===== config.mk =====
export PLATFORM = sky130hd
export DESIGN_NAME = nand_host_if
export DESIGN_NICKNAME = d
export VERILOG_FILES = /design/src/rtl/nand_host_pkg.sv /design/src/rtl/nand_bus_decode.sv /design/src/rtl/nand_rb_sync.sv /design/src/rtl/nand_cycle_engine.sv /design/src/rtl/nand_host_if.sv
export SDC_FILE = /design/constraint.sdc
export NUM_CORES = 1
export LEC_CHECK = 0
export BUFFER_PORTS_ARGS = -buffer_cell sky130_fd_sc_hd__buf_2
export CORE_UTILIZATION = 55
export CTS_CLUSTER_DIAMETER = 30
export CTS_CLUSTER_SIZE = 14
export DETAILED_ROUTE_END_ITERATION = 8
export PLACE_DENSITY = 0.81
export REMOVE_ABC_BUFFERS = 1
export SYNTH_ARGS = -nofsm -noshare
export SYNTH_HDL_FRONTEND = slang
export SYNTH_SLANG_ARGS = --single-unit

===== constraint.sdc =====
create_clock -name clk -period 3.73 [get_ports clk]
set_input_delay 0.1865 -clock clk [delete_from_list [all_inputs] [get_ports clk]]
set_output_delay 0.1865 -clock clk [all_outputs]
set_load 0.03 [all_outputs]

===== src/rtl/nand_host_pkg.sv =====
package nand_host_pkg;

  typedef enum logic [2:0] {
    RG_DATA,
    RG_CTRL,
    RG_PORT,
    RG_STAT,
    RG_NONE
  } region_e;

  typedef enum logic [1:0] {
    PH_IDLE,
    PH_SETUP,
    PH_STROBE,
    PH_HOLD
  } phase_e;

  localparam int CTL_W    = 5;
  localparam int CTL_CE   = 0;
  localparam int CTL_CLE  = 1;
  localparam int CTL_ALE  = 2;

  localparam int STS_DONE = 1;
  localparam int STS_BUSY = 2;
  localparam int STS_RDY  = 3;

  localparam logic [CTL_W-1:0] CTL_RESET = 5'h01;

endpackage


===== src/rtl/nand_bus_decode.sv =====
module nand_bus_decode
  import nand_host_pkg::*;
#(
  parameter int ADDR_W     = 12,
  parameter int WIN_BYTES  = 2048,
  parameter int ALIAS_SPAN = 16
) (
  input  logic [ADDR_W-1:0] addr,
  output region_e           region
);

  localparam logic [ADDR_W-1:0] REG_LO = ADDR_W'(WIN_BYTES);
  localparam logic [ADDR_W-1:0] STAT_A = ADDR_W'(WIN_BYTES + ALIAS_SPAN);

  always_comb begin
    if (addr < REG_LO) begin
      region = RG_DATA;
    end else if (addr < STAT_A) begin
      region = addr[0] ? RG_PORT : RG_CTRL;
    end else if (addr == STAT_A) begin
      region = RG_STAT;
    end else begin
      region = RG_NONE;
    end
  end

endmodule


===== src/rtl/nand_rb_sync.sv =====
module nand_rb_sync #(
  parameter int STAGES = 2
) (
  input  logic clk,
  input  logic rst_n,
  input  logic rb_n,
  output logic rdy,
  output logic rise
);

  logic [STAGES:0] chain_q;
  logic [STAGES:0] chain_d;

  always_comb begin
    chain_d = {chain_q[STAGES-1:0], rb_n};
  end

  always_ff @(posedge clk or negedge rst_n) begin
    if (!rst_n) begin
      chain_q <= '1;
    end else begin
      chain_q <= chain_d;
    end
  end

  assign rdy  = chain_q[STAGES-1];
  assign rise = chain_q[STAGES-1] & ~chain_q[STAGES];

  // an edge report lasts one clock only
  a_r9_rise_single: assert property (@(posedge clk) disable iff (!rst_n)
    rise |=> !rise);

endmodule


===== src/rtl/nand_cycle_engine.sv =====
module nand_cycle_engine
  import nand_host_pkg::*;
#(
  parameter int DATA_W     = 8,
  parameter int SETUP_CYC  = 1,
  parameter int STROBE_CYC = 2,
  parameter int HOLD_CYC   = 1
) (
  input  logic              clk,
  input  logic              rst_n,
  input  logic              start_wr,
  input  logic              start_rd,
  input  logic [DATA_W-1:0] wdata,
  input  logic [DATA_W-1:0] dq_in,
  output logic              we_n,
  output logic              re_n,
  output logic [DATA_W-1:0] dq_out,
  output logic              dq_oe,
  output logic              busy,
  output logic              rd_valid,
  output logic [DATA_W-1:0] rd_data
);

  localparam int MAX_A = (SETUP_CYC > STROBE_CYC) ? SETUP_CYC : STROBE_CYC;
  localparam int MAX_C = (MAX_A > HOLD_CYC) ? MAX_A : HOLD_CYC;
  localparam int CNT_W = (MAX_C < 2) ? 1 : $clog2(MAX_C);

  phase_e              phase_q, phase_d;
  logic [CNT_W-1:0]    cnt_q, cnt_d;
  logic                is_rd_q, is_rd_d;
  logic [DATA_W-1:0]   dq_q, dq_d;
  logic                oe_q, oe_d;
  logic                we_n_q, we_n_d;
  logic                re_n_q, re_n_d;
  logic                rdv_q, rdv_d;
  logic [DATA_W-1:0]   rdd_q, rdd_d;
  logic                last;

  assign last = (cnt_q == '0);

  always_comb begin
    phase_d = phase_q;
    cnt_d   = cnt_q;
    is_rd_d = is_rd_q;
    dq_d    = dq_q;
    oe_d    = oe_q;
    rdv_d   = 1'b0;
    rdd_d   = rdd_q;
    case (phase_q)
      PH_IDLE: begin
        if (start_wr) begin
          phase_d = PH_SETUP;
          cnt_d   = CNT_W'(SETUP_CYC - 1);
          is_rd_d = 1'b0;
          dq_d    = wdata;
          oe_d    = 1'b1;
        end else if (start_rd) begin
          phase_d = PH_STROBE;
          cnt_d   = CNT_W'(STROBE_CYC - 1);
          is_rd_d = 1'b1;
        end
      end
      PH_SETUP: begin
        if (last) begin
          phase_d = PH_STROBE;
          cnt_d   = CNT_W'(STROBE_CYC - 1);
        end else begin
          cnt_d = cnt_q - 1'b1;
        end
      end
      PH_STROBE: begin
        if (last) begin
          if (is_rd_q) begin
            phase_d = PH_IDLE;
            rdv_d   = 1'b1;
            rdd_d   = dq_in;
          end else begin
            phase_d = PH_HOLD;
            cnt_d   = CNT_W'(HOLD_CYC - 1);
          end
        end else begin
          cnt_d = cnt_q - 1'b1;
        end
      end
      PH_HOLD: begin
        if (last) begin
          phase_d = PH_IDLE;
          oe_d    = 1'b0;
        end else begin
          cnt_d = cnt_q - 1'b1;
        end
      end
      default: phase_d = PH_IDLE;
    endcase
    we_n_d = !((phase_d == PH_STROBE) && !is_rd_d);
    re_n_d = !((phase_d == PH_STROBE) && is_rd_d);
  end

  always_ff @(posedge clk or negedge rst_n) begin
    if (!rst_n) begin
      phase_q <= PH_IDLE;
      cnt_q   <= '0;
      is_rd_q <= 1'b0;
      dq_q    <= '0;
      oe_q    <= 1'b0;
      we_n_q  <= 1'b1;
      re_n_q  <= 1'b1;
      rdv_q   <= 1'b0;
      rdd_q   <= '0;
    end else begin
      phase_q <= phase_d;
      cnt_q   <= cnt_d;
      is_rd_q <= is_rd_d;
      dq_q    <= dq_d;
      oe_q    <= oe_d;
      we_n_q  <= we_n_d;
      re_n_q  <= re_n_d;
      rdv_q   <= rdv_d;
      if (rdv_d) begin
        rdd_q <= rdd_d;
      end
    end
  end

  assign we_n     = we_n_q;
  assign re_n     = re_n_q;
  assign dq_out   = dq_q;
  assign dq_oe    = oe_q;
  assign busy     = (phase_q != PH_IDLE);
  assign rd_valid = rdv_q;
  assign rd_data  = rdd_q;

  // strobe width counters used only by the checks below
  logic [7:0] we_low_cnt, re_low_cnt;
  always_ff @(posedge clk or negedge rst_n) begin
    if (!rst_n) begin
      we_low_cnt <= '0;
      re_low_cnt <= '0;
    end else begin
      we_low_cnt <= we_n_q ? 8'd0 : we_low_cnt + 8'd1;
      re_low_cnt <= re_n_q ? 8'd0 : re_low_cnt + 8'd1;
    end
  end

  // write strobe width
  a_r3_we_width: assert property (@(posedge clk) disable iff (!rst_n)
    $rose(we_n_q) |-> (we_low_cnt == 8'(STROBE_CYC)));
  // data driven whenever the write strobe is low
  a_r3_oe_under_we: assert property (@(posedge clk) disable iff (!rst_n)
    !we_n_q |-> oe_q);
  // busy covers the write strobe
  a_r4_busy_over_we: assert property (@(posedge clk) disable iff (!rst_n)
    !we_n_q |-> busy);
  // read strobe width
  a_r6_re_width: assert property (@(posedge clk) disable iff (!rst_n)
    $rose(re_n_q) |-> (re_low_cnt == 8'(STROBE_CYC)));
  // strobes exclusive
  a_r6_strobe_excl: assert property (@(posedge clk) disable iff (!rst_n)
    we_n_q || re_n_q);

endmodule


===== src/rtl/nand_host_if.sv =====
module nand_host_if
  import nand_host_pkg::*;
#(
  parameter int ADDR_W      = 12,
  parameter int DATA_W      = 8,
  parameter int WIN_BYTES   = 2048,
  parameter int ALIAS_SPAN  = 16,
  parameter int SYNC_STAGES = 2,
  parameter int SETUP_CYC   = 1,
  parameter int STROBE_CYC  = 2,
  parameter int HOLD_CYC    = 1
) (
  input  logic              clk,
  input  logic              rst_n,
  input  logic              bus_req,
  input  logic              bus_we,
  input  logic [ADDR_W-1:0] bus_addr,
  input  logic [DATA_W-1:0] bus_wdata,
  output logic [DATA_W-1:0] bus_rdata,
  output logic              bus_ack,
  output logic              nf_ce_n,
  output logic              nf_cle,
  output logic              nf_ale,
  output logic              nf_we_n,
  output logic              nf_re_n,
  output logic [DATA_W-1:0] nf_dq_out,
  output logic              nf_dq_oe,
  input  logic [DATA_W-1:0] nf_dq_in,
  input  logic              nf_rb_n
);

  // reset: asserted asynchronously, released on the clock
  logic [1:0] rst_pipe_q;
  logic       rst_i_n;

  always_ff @(posedge clk or negedge rst_n) begin
    if (!rst_n) begin
      rst_pipe_q <= 2'b00;
    end else begin
      rst_pipe_q <= {rst_pipe_q[0], 1'b1};
    end
  end
  assign rst_i_n = rst_pipe_q[1];

  region_e            region;
  logic               eng_busy, eng_rdv;
  logic [DATA_W-1:0]  eng_rdd;
  logic               flash_rdy, rb_rise;

  logic               accept, free_acc, held_ok;
  logic               start_wr, start_rd, ctl_wr, ctl_rd, stat_rd, any_ack;

  logic [CTL_W-1:0]   ctl_q, ctl_d;
  logic               done_q, done_d;
  logic               ack_q;
  logic [DATA_W-1:0]  rdata_q, rdata_d;
  logic [DATA_W-1:0]  stat_byte;

  nand_bus_decode #(
    .ADDR_W(ADDR_W), .WIN_BYTES(WIN_BYTES), .ALIAS_SPAN(ALIAS_SPAN)
  ) i_decode (
    .addr(bus_addr), .region(region)
  );

  nand_rb_sync #(.STAGES(SYNC_STAGES)) i_rb_sync (
    .clk(clk), .rst_n(rst_i_n), .rb_n(nf_rb_n), .rdy(flash_rdy), .rise(rb_rise)
  );

  nand_cycle_engine #(
    .DATA_W(DATA_W), .SETUP_CYC(SETUP_CYC),
    .STROBE_CYC(STROBE_CYC), .HOLD_CYC(HOLD_CYC)
  ) i_engine (
    .clk(clk), .rst_n(rst_i_n),
    .start_wr(start_wr), .start_rd(start_rd),
    .wdata(bus_wdata), .dq_in(nf_dq_in),
    .we_n(nf_we_n), .re_n(nf_re_n),
    .dq_out(nf_dq_out), .dq_oe(nf_dq_oe),
    .busy(eng_busy), .rd_valid(eng_rdv), .rd_data(eng_rdd)
  );

  // request qualification
  always_comb begin
    accept   = bus_req && !bus_ack;
    free_acc = accept && ((region == RG_STAT) || (region == RG_NONE));
    held_ok  = accept && !eng_busy;
    start_wr = held_ok && bus_we && ((region == RG_DATA) || (region == RG_PORT));
    start_rd = held_ok && !bus_we && (region == RG_DATA);
    ctl_wr   = held_ok && bus_we && (region == RG_CTRL);
    ctl_rd   = held_ok && !bus_we && (region == RG_CTRL);
    stat_rd  = free_acc && !bus_we && (region == RG_STAT);
    any_ack  = free_acc || start_wr || ctl_wr || ctl_rd ||
               (held_ok && !bus_we && (region == RG_PORT));
  end

  always_comb begin
    stat_byte           = '0;
    stat_byte[STS_RDY]  = flash_rdy;
    stat_byte[STS_BUSY] = eng_busy;
    stat_byte[STS_DONE] = done_q;
  end

  always_comb begin
    ctl_d   = ctl_wr ? bus_wdata[CTL_W-1:0] : ctl_q;
    done_d  = rb_rise ? 1'b1 : (stat_rd ? 1'b0 : done_q);
    rdata_d = '0;
    if (stat_rd) begin
      rdata_d = stat_byte;
    end else if (ctl_rd) begin
      rdata_d = DATA_W'(ctl_q);
    end
  end

  always_ff @(posedge clk or negedge rst_i_n) begin
    if (!rst_i_n) begin
      ctl_q   <= CTL_RESET;
      done_q  <= 1'b0;
      ack_q   <= 1'b0;
      rdata_q <= '0;
    end else begin
      ctl_q  <= ctl_d;
      done_q <= done_d;
      ack_q  <= any_ack;
      if (any_ack) begin
        rdata_q <= rdata_d;
      end
    end
  end

  assign bus_ack   = ack_q || eng_rdv;
  assign bus_rdata = eng_rdv ? eng_rdd : rdata_q;
  assign nf_ce_n   = ctl_q[CTL_CE];
  assign nf_cle    = ctl_q[CTL_CLE];
  assign nf_ale    = ctl_q[CTL_ALE];

  // acknowledge is a single-clock pulse
  a_r4_ack_pulse: assert property (@(posedge clk) disable iff (!rst_i_n)
    bus_ack |=> !bus_ack);
  // control pins frozen while a flash cycle runs
  a_r10_ctl_frozen: assert property (@(posedge clk) disable iff (!rst_i_n)
    eng_busy |=> $stable(ctl_q));
  // pin edge sets the flag
  a_r9_done_set: assert property (@(posedge clk) disable iff (!rst_i_n)
    rb_rise |=> done_q);
  // status read clears the flag when no edge coincides
  a_r9_done_clear: assert property (@(posedge clk) disable iff (!rst_i_n)
    (stat_rd && !rb_rise) |=> !done_q);
  // unused offsets never start a flash cycle
  a_r11_no_cycle: assert property (@(posedge clk) disable iff (!rst_i_n)
    (accept && (region == RG_NONE) && !eng_busy) |=> !eng_busy);

endmodule


# After elaboration in Yosys (flattened, before gate mapping)

Index checks and enable logic that the tools add are counted.

Add/sub/neg operators: 1
Magnitude comparators: 2
Eq/ne operators: 12
Mux-type cells: 30
Bitwise logic cells: 3
Reductions and logical operators: 36

Operators by type and width:

| cell                   | count |
|---|---|
| $lt A12 B12 Y1 const B | 2 |
| $mux W8                | 2 |
| $logic_and A1 B1 Y1    | 14 |
| $mux W1                | 14 |
| $mux W2                | 7 |
| $eq A12 B12 Y1 const B | 1 |
| $mux W3                | 3 |
| $pmux W2 S4            | 1 |
| $logic_or A1 B1 Y1     | 7 |
| $eq A2 B2 Y1 const B   | 3 |
| $eq A3 B2 Y1 const B   | 2 |
| $logic_not A1 Y1       | 6 |
| $reduce_bool A2 Y1     | 3 |
| $mux W5                | 1 |
| $reduce_and A4 Y1      | 1 |
| $eq A3 B1 Y1 const B   | 1 |
| $eq A3 B3 Y1 const B   | 1 |
| $logic_not A3 Y1       | 1 |
| $ne A3 B1 Y1 const B   | 1 |
| $pmux W1 S3            | 1 |
| $reduce_and A3 Y1      | 1 |
| $eq A2 B1 Y1 const B   | 1 |
| $logic_not A2 Y1       | 1 |
| $ne A2 B1 Y1 const B   | 1 |
| 7 further kinds        | 8 |

Register bits after elaboration: 44
Input bits: 33
Logic and storage cells: 99

# Logic depth before layout (Yosys ltp)

Gate-level depths: netlist (run 1).

Word-level depth: 12
Gate-level depth with buffers: 6
Gate-level depth less buffers: 6

# Cells and area by module

Synthesis (run 1) repeated with hierarchy kept, for this count alone.

Cells, all modules: 158
Area total of the unflattened synthesis: 1900.6 um2

By module, submodules not included:

| module            | times used | cells an instance | area an instance (um2) | sequential area each (um2) |
|---|---|---|---|---|
| nand_cycle_engine | 1          | 73                | 1014.7                 | 603.1 |
| nand_host_if      | 1          | 69                | 716.9                  | 351.6 |
| nand_rb_sync      | 1          | 4                 | 92.6                   | 78.8 |
| nand_bus_decode   | 1          | 12                | 76.3                   | 0.0 |

# Worst setup path after synthesis (run 1)

No wires, ideal clock.

Kind: reg2reg
Start point: reg i_engine.phase_q[0]
End point: reg ctl_q[1]
Setup time: 0.128 ns
Arrival: 1.666 ns
Setup slack: 1.937 ns
Stages on the path, launching flop included: 7
Path buffers: 0
Clock period less this slack: 1.793 ns
Path through: dfrtp_1 > inv_1 > ha_1 > and4bb_1 > and2_2 > nand4_4 > mux2_1

Cells in the longest elaborated chain, start to end: 5

RTL lines:

| item                              | line                     | text |
|---|---|---|
| start, declared                   | nand_cycle_engine.sv:28  | `phase_e phase_q, phase_d;` |
| start signal, assigned            | nand_cycle_engine.sv:111 | `phase_q <= phase_d;` |
| $reduce_bool A2 Y1                | nand_cycle_engine.sv:129 | `assign busy = (phase_q != PH_IDLE);` |
| $logic_not A1 Y1                  | nand_host_if.sv:85       | `held_ok = accept && !eng_busy;` |
| $logic_and A1 B1 Y1               | nand_host_if.sv:85       |  |
| $logic_and A1 B1 Y1 (2 in series) | nand_host_if.sv:88       | `ctl_wr = held_ok && bus_we && (region == RG_CTRL);` |
| end signal, assigned              | nand_host_if.sv:120      | `ctl_q <= ctl_d;` |
| end, declared                     | nand_host_if.sv:53       | `logic [CTL_W-1:0] ctl_q, ctl_d;` |

Every way passes these cells.
A chain may end at the register's enable or synchronous reset.

# Worst setup path in the final report (run 1)

Start point: reg i_engine.phase_q[0]
End point: reg i_engine.we_n_q (netlist: i_engine.we_n)

Cells in the longest elaborated chain, start to end: 11
Elaborated cells on any way between the ends: 24
Classes of those cells: eq/ne: 4; mux: 9; reduce/logical: 11

RTL lines:

| item                                                    | line                     | text |
|---|---|---|
| $reduce_bool A2 Y1                                      | nand_cycle_engine.sv:129 |  |
| $logic_not A1 Y1                                        | nand_host_if.sv:85       |  |
| $logic_and A1 B1 Y1                                     | nand_host_if.sv:85       |  |
| $logic_and A1 B1 Y1 (2 in series)                       | nand_host_if.sv:87       | `start_rd = held_ok && !bus_we && (region == RG_DATA);` |
| $mux W2 / $mux W1 (equally long branches)               | nand_cycle_engine.sv:57  | `end else if (start_rd) begin` |
| $mux W2 / $mux W1 (equally long branches)               | nand_cycle_engine.sv:51  | `if (start_wr) begin` |
| $pmux W2 S4 / $mux W1 (equally long branches)           | nand_cycle_engine.sv:49  | `case (phase_q)` |
| $eq A2 B2 Y1 / $logic_not A1 Y1 (equally long branches) | nand_cycle_engine.sv:95  | `we_n_d = !((phase_d == PH_STROBE) && !is_rd_d);` |
| $logic_and A1 B1 Y1 *                                   | nand_cycle_engine.sv:95  |  |
| $logic_not A1 Y1 *                                      | nand_cycle_engine.sv:95  |  |
| named net i_engine.we_n_d                               | nand_cycle_engine.sv:33  | `logic we_n_q, we_n_d;` |
| end signal, assigned                                    | nand_cycle_engine.sv:116 | `we_n_q <= we_n_d;` |
| end, declared                                           | nand_cycle_engine.sv:33  |  |

The timed path passes the listed nets; every way through them passes the cells marked *.

==> out/qor.yml, run 1 <==
layout:
  fill_cells: 246
  fin_util: 0.709
  antenna_cells: 0
  drive_above_1_share: 0.400
  syn2layout_area_growth_pct: 21.1
  nets: 267
  final_cell_area_sq_mm: 0.00240
synth:
  syn_area_per_cell_sq_um: 12.0
  yosys_warnings: 0
  yosysTopAreaCell: "dfrtp_1"
  synth_area_leaders: "dfrtp_1 44%, dfstp_2 7.9%, mux2_4 6.1%"
  synth.ff_latch_count: 41
  synth_ff_type: "dfrtp_1"
  synthCells: 165
  async_flop_share: 1.00
  synth_area_sq_mm: 0.00198
  synth_top_area_share: 0.442
  yosysSeqAreaShare: 0.521
  synth_cell_type_count: 46
  synth-edff-count: 0
power_and_ir_drop:
  p_leak_nw: 1.18
  power_w: 0.00150
  p_clk_frac: 0.157
  powerDensity_mw_per_mm2: 623
  switching_share: 0.390
  intPower_w: 0.000914
  p_sw_w: 0.000583
  seq_power_share: 0.442
  comb_power_share: 0.401
  ir_worst_vdd_uv: 344
timing:
  setup_tns_ps: 0
  hold_viol_final: 0
  fmaxAchievable_mhz: 484
  max_slew_margin: 0.358
  rsz0062_at_grt: "no"
  setup_viol: 0
  period_share: 0.554
  skew_ps: 4.60
  slew_violations: 0
  min_period_ps: 2070
  tightest_slew_ps: 963
cts:
  clk_latency_ps: 350
  cts_resized: 0
  ctsLongestPathBuffers: 2
  cts-root-buf: "clkbuf_4"
  clkTransAtPathRegs_ps: 120
  cts_inserted_buffers: 5
  htree_levels: 2
  clock_sinks: 41
  cts_tree: "yes"
place:
  placed_cell_area_sq_mm: 0.00232
  post-dp-hpwl_um: 3070
  gp_congestion: 0.943
  io_buffers: 55
worst_setup_path:
  slowest_stage: "a2111oi_0"
  crit_fanout: 6
  crit_required_ps: 3990
  startpoint_type: "register"
  cp-end-kind: "register"
  crit_chain: "inv_1 > ha_1 > and4bb_1 > and2_2 > a2111oi_0 > o22ai_1"
  crit_type: "register to register"
  cp.arrival_ps: 2330
  cpPeakStageDelay_ps: 510
routing:
  dr.first_iter.drc_count: 92
  ant_nets: 0
  wl_per_cell_um: 14.2
  via_count: 1477
  drtPass1Iterations: 4
  vias_per_cell: 5.35
  drc: 0
  finalWirelength_um: 3910
floorplan:
  die_area_sq_mm: 0.00385
  coreArea_sq_mm: 0.00339
  rows: 21
  fp.dieH_um: 62.0
  boundaryPins: 56
  die_width_um: 62.0
  start_util: 0.585
global_routing:
  grt_overflow: 0
  grt_antenna_before_repair: 0
  grt.total_usage: 0.235
  grt_max_degree: 26
  grt_pass1_vias: 1372
  grt_pass1_wl_um: 6300
run_status:
  status: "finished, final reports clean"
job:
  cap_viol_max_count: 0
worst_hold_path:
  hp-class: "input pin to register"
## power by group through the flow
| stage | logic [W] | registers, W | clock network, W |
|---|---|---|---|
| 6_report | 0.000601 | 0.000662 | 0.000235 |
| 5_1_grt | 0.000656 | 0.000683 | 0.000262 |
| 4_1_cts | 0.000600 | 0.000662 | 0.000246 |
| 3_5_place_dp | 0.000596 | 0.000671 | 0 |
| 3_3_place_gp | 0.000583 | 0.000667 | 0 |
| 2_1_floorplan | 0.000335 | 0.000769 | 0 |
## through the flow
stage               cells  worst slack [ps]  hold WS [ps]
global placement      266              1840         -26.5
CTS                   276              1690          21.0
detailed placement    266              1700         -26.8
global route          276              1430          2.33
floorplan             164              1940          -109
finish                276              1660          37.3
## worst paths after layout
kind / from / cells after the start / to / slack [ps]
max in group asynchronous: rst_pipe_q[1]$_DFF_PN0_ / 1 / ctl_q[0]$_DFFE_PN1P_ / 2500
max reg2reg: i_engine.phase_q[0]$_DFF_PN0_ / 6 / i_engine.we_n$_DFF_PN1_ / 1660
max: i_engine.phase_q[0]$_DFF_PN0_ / 6 / i_engine.we_n$_DFF_PN1_ / 1660
min: nf_dq_in[3] / 2 / i_engine.rd_data[3]$_DFFE_PN0P_ / 40
min reg2reg: i_rb_sync.chain_q[0]$_DFF_PN1_ / 0 / i_rb_sync.chain_q[1]$_DFF_PN1_ / 360
min in group asynchronous: rst_n / 2 / rst_pipe_q[0]$_DFF_PN0_ / 150
## state kept, by name (all words and copies together) (netlist names), 2 cells and up
signal and cells:
ctl_q 5, i_engine.phase_q 2, i_engine.rd_data 8, i_engine.dq_out 8, rdata_q 5, rst_pipe_q 2, i_rb_sync.chain_q 3
## synthesized netlist by cell type, types with 2 or more instances
library cell	count
mux2_2	3
dfrtp_1	35
nor3_2	2
mux2_1	10
o21ai_1	3
dfstp_2	6
a31oi_1	2
inv_1	13
mux2_4	8
o21ai_0	8
a21oi_1	6
or3b_1	2
nand2_1	9
and2_1	4
o211ai_1	5
nor2_1	5
nand3_1	9
nor3_1	3
ha_1	5
## layer usage
metal	share of wire	vias up	wire, um	global-route usage
met5	0	-	0	0
met4	0.014	0	56	0.0889
met3	0.067	6	262	0.0766
met2	0.45	47	1750	0.354
met1	0.47	699	1850	0.317
li1	-	725	-	-
## layout by cell type (no fill, tap or decap), types with 2 or more instances in the layout
cell           netlist  final
mux2_4               8      8
o211ai_1             5      5
nor2_1               5      5
clkbuf_4             0      5
buf_2                0     55
dfrtp_1             35     35
dfstp_2              6      6
o21ai_0              8      8
o21ai_1              3      3
ha_1                 5      5
or3b_1               2      2
mux2_2               3      3
dlygate4sd3_1        0      2
nor3_1               3      3
nor3_2               2      2
nand3_1              9      9
mux2_1              10     10
inv_1               13     13
a21oi_1              6      6
and2_1               4      4
nand2_1              9      9
a31oi_1              2      2
## worst max-delay path, delay by kind of cell (launching register included)
kind / cells / cell delay, ps
adders and majority gates: 1 / 250
DFF: 1 / 440
buffers and inverters: 1 / 110
and+or+nand+nor: 2 / 530
AOI/OAI and AO/OA: 2 / 640
## cells by family after synthesis
group,share of synthesized area
buf+inv,0.0303
fa+ha+maj,0.0315
mux,0.134
other cells,0.00189
compound gates,0.130
flops,0.521
simple gates,0.151
## final cells by class
class,count,area [sq um],area share
clock inverters,1,7.51,0.00313
flip-flops and latches,41,1030,0.430
inverters,15,56.3,0.0234
clock buffers,7,55.1,0.0229
multi-input cells,108,890,0.370
repair buffers,58,303,0.126
well taps,46,57.6,0.0240
## what timing repair did
action,CTS,global route
endpoints found under the hold margin,3,0
hold buffers,2,0
setup buffers,0,0
setup endpoints to repair,0,0
(Power assumes the default switching activity.)
==> inputs of run 2 (changes only) <==
--- a/config.mk
+++ b/config.mk
@@ -6,11 +6,11 @@
 export NUM_CORES = 1
 export LEC_CHECK = 0
 export BUFFER_PORTS_ARGS = -buffer_cell sky130_fd_sc_hd__buf_2
-export CORE_UTILIZATION = 55
+export CORE_UTILIZATION = 46
 export CTS_CLUSTER_DIAMETER = 30
 export CTS_CLUSTER_SIZE = 14
 export DETAILED_ROUTE_END_ITERATION = 8
-export PLACE_DENSITY = 0.81
+export PLACE_DENSITY = 0.72
 export REMOVE_ABC_BUFFERS = 1
 export SYNTH_ARGS = -nofsm -noshare
 export SYNTH_HDL_FRONTEND = slang
==> constraint.sdc (replaced) <==
create_clock -name clk -period 1.88 [get_ports clk]
set_input_delay 0.094 -clock clk [delete_from_list [all_inputs] [get_ports clk]]
set_output_delay 0.094 -clock clk [all_outputs]
set_load 0.03 [all_outputs]
==> run 2 against run 1 <==
Effect of this change:
- die area is 19% higher
- critical path type unchanged
- highest routed layer unchanged
- clock power rose to 3.0 times the previous value
- setup slack lost 1600 ps
- combinational power grew 130%
- power rose by 130%
- sequential cell count did not move
- via count grew 3.5%
- sequential share of layout area is 3.1 points lower
- hold slack got worse by 27 ps
- sequential power is 95% higher
==> out/qor.yml, run 2 (synthesized netlist as in run 1, its figures left out) <==
run_status:
  status: "finished, final reports clean"
power_and_ir_drop:
  seq_power_share: 0.382
  p_sw_w: 0.00123
  switching_share: 0.363
  ir_worst_vdd_uv: 651
  p_clk_frac: 0.205
  powerDensity_mw_per_mm2: 1310
  p_leak_nw: 1.28
  power_w: 0.00339
  intPower_w: 0.00216
  comb_power_share: 0.412
global_routing:
  grt_pass1_vias: 1398
  grt_max_degree: 40
  grt_pass1_wl_um: 6580
  busiest_layer: "met2"
  grtUsageMet1: 0.277
  grtUsageMet3: 0.0541
  gr-usage-met2: 0.296
  grt_overflow: 0
  grt.total_usage: 0.202
  grt_antenna_before_repair: 0
timing:
  slew_violations: 0
  period_share: 0.948
  fmaxAchievable_mhz: 561
  min_period_ps: 1780
  rsz0062_at_grt: "no"
  setup_viol: 0
  timing.final.ws_setup_ps: 97.8
  skew_ps: 3.54
  whs_ps: 10.2
  setup_tns_ps: 0
  hold_viol_final: 0
worst_setup_path:
  cp.arrival_ps: 1960
  crit_type: "register to register"
  crit_required_ps: 2060
  cp-end-kind: "register"
  crit_fanout: 6
  startpoint_type: "register"
routing:
  ant_nets: 0
  vias_per_cell: 5.14
  wl_per_cell_um: 14.0
  drtPass1Iterations: 4
  drc: 0
  dr.first_iter.drc_count: 139
  via_count: 1528
  finalWirelength_um: 4150
layout:
  fill_cells: 333
  drive_above_1_share: 0.441
  layout.cells.most_common: "buf_2"
  syn2layout_area_growth_pct: 30.5
  nets: 284
  final_cell_area_sq_mm: 0.00259
  antenna_cells: 0
  final_cell_mix: "55 x buf_2, 35 x dfrtp_1, 17 x buf_4"
place:
  place_ws_ps: 11.0
  placed_cell_area_sq_mm: 0.00244
  post-dp-hpwl_um: 3180
  gp_congestion: 0.880
  io_buffers: 55
cts:
  clk_latency_ps: 290
  clkTransAtPathRegs_ps: 80
  htree_levels: 2
  cts_inserted_buffers: 5
  cts_tree: "yes"
  ctsLongestPathBuffers: 2
  cts-root-buf: "clkbuf_8"
  clock_sinks: 41
floorplan:
  coreArea_sq_mm: 0.00406
  rows: 23
  start_util: 0.489
  die_area_sq_mm: 0.00458
  fp.dieH_um: 67.7
  die_width_um: 67.7
  boundaryPins: 56
worst_hold_path:
  hp-class: "input pin to register"
job:
  cap_viol_max_count: 0
==> run 2: final cells by class <==
cell class | count | area [sq um] | area share
clock inverter | 2 | 38.8 | 0.0150
multi-input combinational | 108 | 892 | 0.345
inverter | 15 | 56.3 | 0.0217
tap | 50 | 62.6 | 0.0242
clock buffer | 6 | 72.6 | 0.0280
sequential | 41 | 1030 | 0.399
timing repair buffer | 75 | 433 | 0.167
==> run 2: worst paths after layout <==
kind	from	end	slack [ps]	cells after the start
max	i_engine.phase_q[0]$_DFF_PN0_	i_engine.dq_out[5]$_DFFE_PN0P_	100	7
max in group asynchronous	rst_pipe_q[1]$_DFF_PN0_	ctl_q[0]$_DFFE_PN1P_	1230	1
min	nf_dq_in[6]	i_engine.rd_data[6]$_DFFE_PN0P_	10	2
min in group asynchronous	rst_n	rst_pipe_q[0]$_DFF_PN0_	100	2
max reg2reg	i_engine.phase_q[0]$_DFF_PN0_	i_engine.dq_out[5]$_DFFE_PN0P_	100	7
min reg2reg	rst_pipe_q[1]$_DFF_PN0_	i_engine.rd_data[5]$_DFFE_PN0P_	290	1
==> run 2: worst max-delay path, cell delays in order, from the launching register on <==
cell and delay, ps:
dfrtp_1 380, inv_1 70, ha_1 160, and4bb_2 280, buf_4 130, nand2_1 150, nor2_8 190, mux2_4 310
==> run 2: timing repair <==
action	4_1_cts	5_1_grt
buffers inserted	0	1
pin swaps	0	2
hold buffers	3	0
endpoints found under the hold margin	4	0
setup endpoints to repair	1	9
resized for setup	1	2
==> run 2: layer usage <==
layer	up-vias	part of all wire
li1	755	-
met1	737	0.48
met2	31	0.47
met3	5	0.039
met4	0	0.011
met5	-	0
==> run 2: power by group through the flow <==
stage	clock network (W)	registers, W	logic, W
after floorplan	0	0.00153	0.000664
after global placement	0	0.00130	0.00135
after detailed placement	0	0.00131	0.00137
after CTS	0.000713	0.00130	0.00138
after global routing	0.000743	0.00133	0.00152
final	0.000695	0.00129	0.00140
==> run 2: metrics by stage <==
| stage | cells | util |
|---|---|---|
| 2_1_floorplan | 164 | - |
| 3_3_place_gp | 285 | 0.601 |
| 3_5_place_dp | 285 | 0.601 |
| 4_1_cts | 296 | 0.636 |
| 5_1_grt | 297 | 0.638 |
| 6_report | 297 | 0.638 |
==> inputs of run 3 (changes only) <==
==> constraint.sdc (replaced) <==
create_clock -name clk -period 1.88 [get_ports clk]
set_input_delay 0.282 -clock clk [delete_from_list [all_inputs] [get_ports clk]]
set_output_delay 0.282 -clock clk [all_outputs]
set_load 0.03 [all_outputs]
==> run 3 against run 2 <==
Effect of this change:
- non-clock buffer count decreased by 5
- core utilization fell by 0.80 points
- sequential share of layout area rose by 0.51 points
- die area unchanged
- power shrank 4.0%
- final cell count shrank 1.7%
- largest power group unchanged
- first-iteration DRC count decreased by 17%
- hold slack improved by 83 ps
- clock-buffer cell count increased by 1
- largest cell class unchanged
- global-route usage shrank 0.31 points
- via count decreased by 2.4%
==> out/qor.yml, run 3 (synthesized netlist as in run 1, its figures left out) <==
run_status:
  status: "finished, final reports clean"
place:
  post-dp-hpwl_um: 3050
  gp_congestion: 0.837
  io_buffers: 55
worst_setup_path:
  regToRegSetupSlack_ps: 90
  r2r_start: "i_engine.phase_q[1]$_DFF_PN0_"
  cp-end-kind: "register"
  crit_fanout: 6
  r2r-end: "ctl_q[3]$_DFFE_PN0P_"
  cp.arrival_ps: 1960
  crit_type: "register to register"
  startpoint_type: "register"
  crit_required_ps: 2040
  crit_chain: "inv_1 > ha_4 > and4bb_2 > and2_4 > nand4_4 > mux2_1"
  slowest_stage: "dfrtp_1"
  cpPeakStageDelay_ps: 390
  rr_worst_depth: 6
timing:
  period_share: 0.953
  skew_ps: 6.39
  tightest_slew_ps: 500
  max_slew_margin: 0.666
  hold_viol_final: 0
  slew_violations: 0
  rsz0062_at_grt: "no"
  min_period_ps: 1790
  setup_viol: 0
  fmaxAchievable_mhz: 558
global_routing:
  grt.total_usage: 0.199
  grt_pass1_vias: 1485
  grt_pass1_wl_um: 6610
  grt_max_degree: 40
  grt_overflow: 0
  grt_antenna_before_repair: 0
routing:
  met1_length_um: 1840
  via_count: 1492
  vias_per_cell: 5.11
  ant_nets: 0
  drtPass1Iterations: 4
  wl_met3_um: 163
  drc: 0
  wl_per_cell_um: 13.9
  highest_layer: "met4"
  dr.first_iter.drc_count: 116
  wl_met2_um: 2020
  finalWirelength_um: 4050
layout:
  syn2layout_area_growth_pct: 28.9
  drive_above_1_share: 0.450
  multi_input_comb_area_sq_um: 908
  final_cell_mix: "55 x buf_2, 35 x dfrtp_1, 14 x buf_4"
  layout.cells.most_common: "buf_2"
  antenna_cells: 0
  fin_util: 0.630
  nets: 279
  ff_latch_area_sq_mm: 0.00103
  fill_cells: 339
worst_hold_path:
  hold_path_depth: 1
  min_from: "nf_rb_n"
  hold-path-endpoint: "i_rb_sync.chain_q[0]$_DFF_PN1_"
  hp-class: "input pin to register"
power_and_ir_drop:
  power_w: 0.00325
  intPower_w: 0.00206
  seq_power_share: 0.396
  comb_power_share: 0.411
  p_sw_w: 0.00119
  ir_worst_vdd_uv: 624
  powerDensity_mw_per_mm2: 1270
  switching_share: 0.367
  p_clk_frac: 0.193
  p_leak_nw: 1.26
floorplan:
  start_util: 0.489
  fp.dieH_um: 67.7
  coreArea_sq_mm: 0.00406
  die_width_um: 67.7
  rows: 23
  die_area_sq_mm: 0.00458
  boundaryPins: 56
cts:
  htree_levels: 2
  clkTransAtPathRegs_ps: 80
  cts_inserted_buffers: 5
  cts_tree: "yes"
  cts_setup_buffers: 0
  cts-root-buf: "clkbuf_8"
  ctsLongestPathBuffers: 2
  clk_latency_ps: 280
  clock_sinks: 41
job:
  cap_viol_max_count: 0
## run 3: cell types whose count changed in the layout (fill, tap and decap cells not counted), sizes merged
cell         change
buf              -3
dlygate4sd3      -2
bufinv           -1
clkbuf           +1
clkinv           -1
inv              +1
## run 3: routing by layer
layer | vias to the layer above | track usage
li1 | 739 | -
met1 | 724 | 0.256
met2 | 27 | 0.323
met3 | 2 | 0.0524
met4 | 0 | 0.0638
met5 | - | 0
## run 3: worst max-delay path by stage
stage | start | cells past startpoint | to
after floorplan | bus_addr[10] | 4 | i_engine.dq_out[5]$_DFFE_PN0P_
after global placement | bus_addr[10] | 5 | i_engine.dq_out[7]$_DFFE_PN0P_
after detailed placement | bus_addr[10] | 5 | i_engine.dq_out[7]$_DFFE_PN0P_
after CTS | i_engine.phase_q[1]$_DFF_PN0_ | 6 | ctl_q[2]$_DFFE_PN0P_
after global routing | i_engine.phase_q[1]$_DFF_PN0_ | 6 | ctl_q[3]$_DFFE_PN0P_
final | i_engine.phase_q[1]$_DFF_PN0_ | 6 | ctl_q[3]$_DFFE_PN0P_
## run 3: layout make-up
cell class              count  share of cell area
clock buffers               7              0.0377
inverters                  15              0.0220
multi-input cells         108               0.355
repair buffers             70               0.153
flip-flops and latches     41               0.404
clock inverters             1             0.00343
well taps                  50              0.0245
## run 3: what timing repair did
item	in CTS	in global routing
hold buffers	1	0
resized for setup	2	4
pin swaps	0	2
hold endpoints to repair	2	0
setup endpoints to repair	2	5
## run 3: power by group through the flow
stage	sequential (W)	clock [W]	combinational [W]
final	0.00129	0.000627	0.00133
after CTS	0.00129	0.000656	0.00130
after global placement	0.00130	0	0.00127
after global routing	0.00132	0.000692	0.00146
after floorplan	0.00153	0	0.000664
after detailed placement	0.00130	0	0.00129
## run 3: worst max-delay path: cells and delay by family, from the launching register on
kind	cells	cell delay, ps
adders and majority gates	1	160
buffers and inverters	1	110
DFF	1	390
muxes	1	350
and+or+nand+nor	3	660
## run 3: stage by stage
stage	hold WS, ps	cells	cell area, sq um	worst slack, ps	TNS (ps)
2_1_floorplan	-13.6	164	1980	82.9	0
3_3_place_gp	68.6	283	2420	2.60	0
3_5_place_dp	69.9	283	2420	-11.6	-40.7
4_1_cts	78.9	292	2540	41.6	0
5_1_grt	71.9	292	2560	22.8	0
6_report	93.2	292	2560	88.3	0
